--- src/rtl/rxf_pkg.sv ---
package rxf_pkg;

   typedef struct packed {
      logic accept;
      logic discard;
      logic report;
      logic stat_crc;
      logic stat_len;
      logic stat_sym;
   } rxf_verdict_t;

   localparam rxf_verdict_t RXF_IDLE = '0;

endpackage

--- src/rtl/rxf_len_check.sv ---
module rxf_len_check #(
   parameter int LEN_W       = 14,
   parameter int MIN_LEN     = 64,
   parameter int DEF_MAX_LEN = 1536,
   parameter bit ZERO_IS_DEF = 1'b1
) (
   input  logic [LEN_W-1:0] byte_cnt,
   input  logic [LEN_W-1:0] max_len,
   output logic             is_short,
   output logic             is_long
);
   localparam logic [LEN_W-1:0] MIN_V = LEN_W'(MIN_LEN);
   localparam logic [LEN_W-1:0] DEF_V = LEN_W'(DEF_MAX_LEN);

   logic [LEN_W-1:0] ceiling;

   generate
      if (ZERO_IS_DEF) begin : g_zero_def
         assign ceiling = (max_len == '0) ? DEF_V : max_len;
      end else begin : g_raw_ceiling
         assign ceiling = max_len;
      end

      if (MIN_LEN == 0) begin : g_no_min
         assign is_short = 1'b0;
      end else begin : g_min
         assign is_short = byte_cnt < MIN_V;
      end
   endgenerate

   assign is_long = byte_cnt > ceiling;

endmodule

--- src/rtl/rxf_err_class.sv ---
module rxf_err_class (
   input  logic crc_err,
   input  logic nib_err,
   input  logic code_err,
   input  logic allow_crc,
   input  logic allow_bad,
   output logic sym_fault,
   output logic any_fault,
   output logic flags_ok
);
   logic crc_only;

   assign sym_fault = nib_err | code_err;
   assign any_fault = crc_err | sym_fault;
   assign crc_only  = crc_err & ~sym_fault;
   assign flags_ok  = ~any_fault | allow_bad | (allow_crc & crc_only);

endmodule

--- src/rtl/rxf_verdict.sv ---
module rxf_verdict
   import rxf_pkg::*;
(
   input  logic         clk,
   input  logic         rst_n,
   input  logic         eof,
   input  logic         addr_hit,
   input  logic         len_ok,
   input  logic         flags_ok,
   input  logic         is_long,
   input  logic         is_short,
   input  logic         crc_err,
   input  logic         sym_fault,
   input  logic         any_fault,
   input  logic         report_bad,
   output rxf_verdict_t verdict
);
   rxf_verdict_t nxt;
   logic         keep;

   always_comb begin
      keep = addr_hit & len_ok & flags_ok;
      nxt  = RXF_IDLE;
      if (eof) begin
         nxt.accept  = keep;
         nxt.discard = ~keep;
         if (addr_hit) begin
            nxt.report   = ~keep & report_bad & (is_long | any_fault);
            nxt.stat_crc = crc_err;
            nxt.stat_len = is_short | is_long;
            nxt.stat_sym = sym_fault;
         end
      end
   end

   always_ff @(posedge clk) begin
      if (!rst_n) verdict <= RXF_IDLE;
      else        verdict <= nxt;
   end

endmodule

--- src/rtl/rx_accept_filter.sv ---
module rx_accept_filter
   import rxf_pkg::*;
#(
   parameter int LEN_W       = 14,
   parameter int MIN_LEN     = 64,
   parameter int DEF_MAX_LEN = 1536,
   parameter bit ZERO_IS_DEF = 1'b1
) (
   input  logic             clk,
   input  logic             rst_n,
   input  logic             eof,
   input  logic [LEN_W-1:0] byte_cnt,
   input  logic             crc_err,
   input  logic             nib_err,
   input  logic             code_err,
   input  logic             addr_hit,
   input  logic [LEN_W-1:0] max_len,
   input  logic             allow_crc,
   input  logic             allow_long,
   input  logic             allow_bad,
   input  logic             allow_short,
   input  logic             report_bad,
   output logic             accept,
   output logic             discard,
   output logic             report,
   output logic             stat_crc,
   output logic             stat_len,
   output logic             stat_sym
);
   generate
      if (LEN_W < 2 || LEN_W > 24) begin : g_bad_width
         $error("rx_accept_filter: LEN_W out of range");
      end
      if (DEF_MAX_LEN >= (1 << LEN_W) || DEF_MAX_LEN < MIN_LEN) begin : g_bad_max
         $error("rx_accept_filter: DEF_MAX_LEN does not fit");
      end
      if (MIN_LEN < 0 || MIN_LEN >= (1 << LEN_W)) begin : g_bad_min
         $error("rx_accept_filter: MIN_LEN does not fit");
      end
   endgenerate

   logic is_short, is_long, len_ok;
   logic sym_fault, any_fault, flags_ok;
   rxf_verdict_t verdict;

   rxf_len_check #(
      .LEN_W(LEN_W), .MIN_LEN(MIN_LEN),
      .DEF_MAX_LEN(DEF_MAX_LEN), .ZERO_IS_DEF(ZERO_IS_DEF)
   ) u_len (
      .byte_cnt(byte_cnt), .max_len(max_len),
      .is_short(is_short), .is_long(is_long)
   );

   rxf_err_class u_err (
      .crc_err(crc_err), .nib_err(nib_err), .code_err(code_err),
      .allow_crc(allow_crc), .allow_bad(allow_bad),
      .sym_fault(sym_fault), .any_fault(any_fault), .flags_ok(flags_ok)
   );

   assign len_ok = (~is_short | allow_short) & (~is_long | allow_long);

   rxf_verdict u_verdict (
      .clk(clk), .rst_n(rst_n), .eof(eof), .addr_hit(addr_hit),
      .len_ok(len_ok), .flags_ok(flags_ok),
      .is_long(is_long), .is_short(is_short),
      .crc_err(crc_err), .sym_fault(sym_fault), .any_fault(any_fault),
      .report_bad(report_bad), .verdict(verdict)
   );

   assign accept   = verdict.accept;
   assign discard  = verdict.discard;
   assign report   = verdict.report;
   assign stat_crc = verdict.stat_crc;
   assign stat_len = verdict.stat_len;
   assign stat_sym = verdict.stat_sym;


   one_verdict_chk: assert property (@(posedge clk) disable iff (!rst_n)
      $past(eof) && $past(rst_n) |-> (accept ^ discard));


   quiet_idle_chk: assert property (@(posedge clk) disable iff (!rst_n)
      !$past(eof) |-> !(accept | discard | report | stat_crc | stat_len | stat_sym));


   report_drop_chk: assert property (@(posedge clk) disable iff (!rst_n)
      report |-> discard && !accept);


   miss_silent_chk: assert property (@(posedge clk) disable iff (!rst_n)
      $past(eof) && !$past(addr_hit) && $past(rst_n)
         |-> discard && !report && !stat_crc && !stat_len && !stat_sym);


   crc_count_chk: assert property (@(posedge clk) disable iff (!rst_n)
      stat_crc |-> $past(crc_err) && $past(addr_hit));


   bad_pass_chk: assert property (@(posedge clk) disable iff (!rst_n)
      $past(eof) && $past(rst_n) && $past(addr_hit) && $past(allow_bad)
         && $past(allow_long) && $past(allow_short) |-> accept);

endmodule

--- config.mk ---
export PLATFORM = sky130hd
export DESIGN_NAME = rx_accept_filter
export DESIGN_NICKNAME = d
export VERILOG_FILES = /design/src/rtl/rxf_pkg.sv /design/src/rtl/rxf_len_check.sv /design/src/rtl/rxf_err_class.sv /design/src/rtl/rxf_verdict.sv /design/src/rtl/rx_accept_filter.sv
export SDC_FILE = /design/constraint.sdc
export NUM_CORES = 1
export LEC_CHECK = 0
export BUFFER_PORTS_ARGS = -buffer_cell sky130_fd_sc_hd__buf_2
export CORE_UTILIZATION = 40
export DETAILED_ROUTE_END_ITERATION = 16
export PLACE_DENSITY = 0.78
export SETUP_SLACK_MARGIN = 0.1
export SYNTH_ARGS = -nofsm -noshare
export SYNTH_HDL_FRONTEND = slang
export SYNTH_SLANG_ARGS = --single-unit
export TNS_END_PERCENT = 1
--- constraint.sdc ---
create_clock -name clk -period 2.5 [get_ports clk]
set_input_delay 0.125 -clock clk [delete_from_list [all_inputs] [get_ports clk]]
set_output_delay 0.125 -clock clk [all_outputs]
set_load 0.01 [all_outputs]
Word-level counts from Yosys, hierarchy flattened
Cells that the tools add are included.
- $lt $le $gt $ge: 2
- muxes and demuxes: 1
- bitwise operators: 20
- reductions and logical operators: 3
- operator list (cell ; number):
    14-bit > comparator ; 1
    14-bit logical NOT ; 1
    14-bit by 7-bit < comparator with 1-bit output (second input constant) ; 1
    14-bit 2-to-1 mux ; 1
    1-bit bitwise OR ; 8
    1-bit AND ; 7
    1-bit inverter ; 5
    3-bit AND reduction ; 1
    2-bit AND reduction ; 1
- bits in registers: 6
- output and inout bits: 6
- word-level logic and storage cells: 32

Logic depth before layout (Yosys ltp)
- depth after elaboration: 11
- mapped depth: 10
- gate-level depth less buffers: 10

Hierarchy
A second synthesis with hierarchy kept.
- cells, all modules: 81
- area, all modules: 645.6 µm²
- modules (own cells, without submodules) (module ; instances ; cells an instance ; area each (µm²)):
    rxf_len_check ; 1 ; 57 ; 409.1
    rxf_verdict ; 1 ; 17 ; 183.9
    rxf_err_class ; 1 ; 4 ; 32.5
    rx_accept_filter ; 1 ; 3 ; 20.0

Worst setup path after synthesis
OpenSTA, ideal clock, no wires.
- path type: input-to-reg
- from: in max_len[12]
- to: reg u_verdict.verdict[5] (netlist name)
- arrival: 2.008 ns
- data required time: 2.376 ns
- path slack: 0.368 ns
- cell stages on the path: 8
- path through: or4_1 > nor4_1 > nor2_1 > ha_1 > nand4_1 > a311oi_2 > o211ai_2 > nor3b_1
- word-level cells in the longest chain between the ends: 8
- ends and longest elaborated chain (what ; line ; RTL):
    start: declaration ; rx_accept_filter.sv:17 ; input logic [LEN_W-1:0] max_len,
    14-bit logical NOT ; rxf_len_check.sv:19 ; assign ceiling = (max_len == '0) ? DEF_V : max_len;
    14-bit 2-to-1 mux * ; rxf_len_check.sv:19 ;
    14-bit > comparator * ; rxf_len_check.sv:31 ; assign is_long = byte_cnt > ceiling;
    1-bit inverter * ; rx_accept_filter.sv:60 ; assign len_ok = (~is_short | allow_short) & (~is_long | allow_long);
    1-bit bitwise OR * ; rx_accept_filter.sv:60 ;
    1-bit AND * ; rx_accept_filter.sv:60 ;
    1-bit AND * (2 in a row) ; rxf_verdict.sv:22 ; keep = addr_hit & len_ok & flags_ok;
Mark *: on every way between the ends. The rest lies on a longest branch, timed or not.
A chain may end at the register's enable or synchronous reset.

Final worst setup path
- from: in max_len[12]
- to: reg u_verdict.verdict[5] (netlist name)
- word-level cells in the longest chain between the ends: 8
- ends and longest elaborated chain (what ; line):
    14-bit logical NOT ; rxf_len_check.sv:19
    14-bit 2-to-1 mux * ; rxf_len_check.sv:19
    14-bit > comparator * ; rxf_len_check.sv:31
    1-bit inverter * ; rx_accept_filter.sv:60
    1-bit bitwise OR * ; rx_accept_filter.sv:60
    1-bit AND * ; rx_accept_filter.sv:60
    1-bit AND * (2 in a row) ; rxf_verdict.sv:22
Marks and branches as above.

==> summary.txt <==
Power and ir drop
  – PwrDens: 325 nW/um^2
  – Leakage Power: 0.000514 uW
  – Worst-case vdd ir drop: approximately 0.16 mV
  – Overall power: ~300 uW

Global route
  – Global-route wire length before repair: between 2 and 3 mm
  – Pin count of the biggest net entering global routing: 5
  – Initial antenna violation count: 0
  – Vias in the first global route: 764
  – Gr ovfl total: 0
  – GRT Total Usage: 19.8%

Worst setup path
  – Critical path endpoint category: flop
  – Crit path required time: 2630 ps
  – Worst path bufs/invs: 1
  – Beginning of the critical path: max_len[12]
  – Max incr delay on CP: around 520 ps
  – Crit-path leading delay family: simple AND/OR/NAND/NOR gates
  – Worst path arrival time: 2260 ps
  – Crit path depth: 9
  – CP Max Fanout: 3
  – Slowest cell on crit path: or4_1
  – Crit path cell chain: buf_2, or4_1, nor4_1, nor2_1, ha_1, nand4_1, a311oi_2, o211ai_2, nor3b_1
  – CP Capture Point: u_verdict.verdict[5]
  – Crit path kind: in2reg
  – Startpoint types: primary input

Finish
  – Layout Nets: 187
  – Layout cells sized above 1: approximately two fifths
  – Largest register by flop count: u_verdict.verdict
  – Ant diodes: 0
  – P&R area growth vs syn: 39.4%
  – Largest regs: u_verdict.verdict: 6 flops
  – Max FFs per register: 6

STA
  – Final-report hold violation count: 0
  – Fmax: 470 MHz
  – Hold WS: 124 ps
  – Unrepaired setup endpoints after global routing: no
  – Slew Viols, Final: 0
  – Worst slew pin tran: 322 ps
  – Setup TNS: 0 ps
  – Setup-failing EPs final: 0
  – Period utilization: a little under nine tenths
  – Rel. slew slack: about four fifths
  – Final min period: 2130 ps

Clock network
  – Clock transition at path regs: 50 ps
  – Number of post-CTS setup repair buffers: 0
  – Cts hold-fix bufs: 0
  – CTS H-tree lvls: 1
  – PostCTS Resize Cnt: 0
  – TritonCTS clock tree: done
  – Clock root cell: clkbuf_4
  – Clock Path Buffers: 2
  – Clock tree sinks: 6
  – TritonCTS Buffers: 3

Flow run
  – # Max-Cap Violations: 0

Yosys
  – Post-Syn Area: 669 sq um
  – Syn Inst Count: 84
  – Library cell with the largest summed area after synthesis: ha_1
  – Syn Nets: about 140
  – Count of different cell masters after synthesis: 27
  – Synth area leaders: ha_1, dfxtp_1, inv_1, a21oi_1, nand4_1
  – Ys Warns: 0
  – Post-synthesis sequential area ratio: 17.9%
  – Post-synth top area share: 26.2%
  – Syn avg cell area: between 7 and 8 sq um
  – #FFs+latches synth: 6

Floorplanning
  – IO Count: 46
  – # rows: 14
  – Die Y: 42.9 um
  – Starting Density: 43.4%
  – Die ar.: 1840 sq um
  – Die width: ~43 um
  – Core Region: ~1500 sq um

Drt
  – Routed Antenna Nets: 0
  – Pre-antenna DRT Iters: 6
  – Vias after detailed routing: 768
  – Drt via density: 5.22
  – Avg WL per Cell: around 11 um
  – Drt initial violations: 10
  – Total wire length: 1.65 mm
  – Residual DRC: 0

Placement
  – Sum of net half-perimeters after detailed placement: 1.51 mm
  – Port Buf Inserts: 45
  – RePlAce Congestion: 0.811

Outcome
  – Outcome: complete, no violations

Hold path
  – Worst Hold Class: in2reg
## power by group
| part | internal, uW | switching, uW | total (uW) |
|---|---|---|---|
| Sequential | 99.7 | 0.754 | 100 |
| Clock | 54.5 | 37.6 | 92.1 |
| Combinational | 54.8 | 56.1 | 111 |
## cell type report
type                    count  area (sq um)
flip-flops and latches      6           120
fillers                   151           608
inverters                  15          56.3
clock buffers               3          22.5
repair buffers             45           225
well taps                  16          20.0
multi-input cells          62           489
## worst min path at each step
stage / from / end / depth (start not counted)
finish: nib_err / u_verdict.verdict[0] / 3
global route: nib_err / u_verdict.verdict[0] / 3
CTS: nib_err / u_verdict.verdict[0] / 3
detailed placement: nib_err / u_verdict.verdict[0] / 3
global placement: nib_err / u_verdict.verdict[0] / 3
floorplan: nib_err / u_verdict.verdict[0] / 2
## metrics by stage
stage                     utilization (%)  setup WS, ps  std cells  area [sq um]
final                                60.6           373        147           933
after detailed placement             59.1           122        144           911
after global routing                 60.6           158        147           933
after CTS                            60.6           377        147           933
after floorplan                         -           368         84           669
after global placement               59.1           171        144           911
## synth_stat cells (all sizes together)
master	instances
a21o	1
clkbuf	1
ha	14
o21bai	1
o221a	1
nand3	2
nor2	7
o21ai	3
o221ai	1
a311oi	1
o211ai	2
nor4	5
or4	1
and4	1
o2111ai	1
nor3b	1
nor2b	1
a21oi	7
nand4	4
o21a	2
inv	15
a211o	1
dfxtp	6
nand2	5
## metal layers
metal | vias to the layer above | track usage (%) | share of wire (%)
li1 | 404 | - | -
met4 | 0 | 8.13 | 1.1
met2 | 36 | 35.2 | 49
met5 | - | 0 | 0
met3 | 2 | 5.96 | 8.6
met1 | 326 | 21.4 | 42
## layout by cell type (no fill, tap or decap), types with 2 or more instances in the layout
| master | synthesis | routed |
|---|---|---|
| a21oi_1 | 7 | 7 |
| buf_2 | 0 | 45 |
| clkbuf_4 | 0 | 3 |
| dfxtp_1 | 6 | 6 |
| ha_1 | 14 | 14 |
| inv_1 | 15 | 15 |
| nand2_1 | 5 | 5 |
| nand3_1 | 2 | 2 |
| nand4_1 | 4 | 4 |
| nor2_1 | 6 | 6 |
| nor4_1 | 3 | 3 |
| nor4_2 | 2 | 2 |
| o211ai_2 | 2 | 2 |
| o21a_1 | 2 | 2 |
| o21ai_1 | 2 | 2 |
## logic make-up (layout without fill, tap and decap cells)
logic type,count (synthesis),after routing,synth area share [%]
AOI/OAI and AO/OA,21,21,23.5
buffers and inverters,16,63,8.97
DFF,6,6,17.9
and+or+nand+nor,27,27,23.4
adders and majority gates,14,14,26.2
No activity file was read; power rests on OpenSTA's default activity.
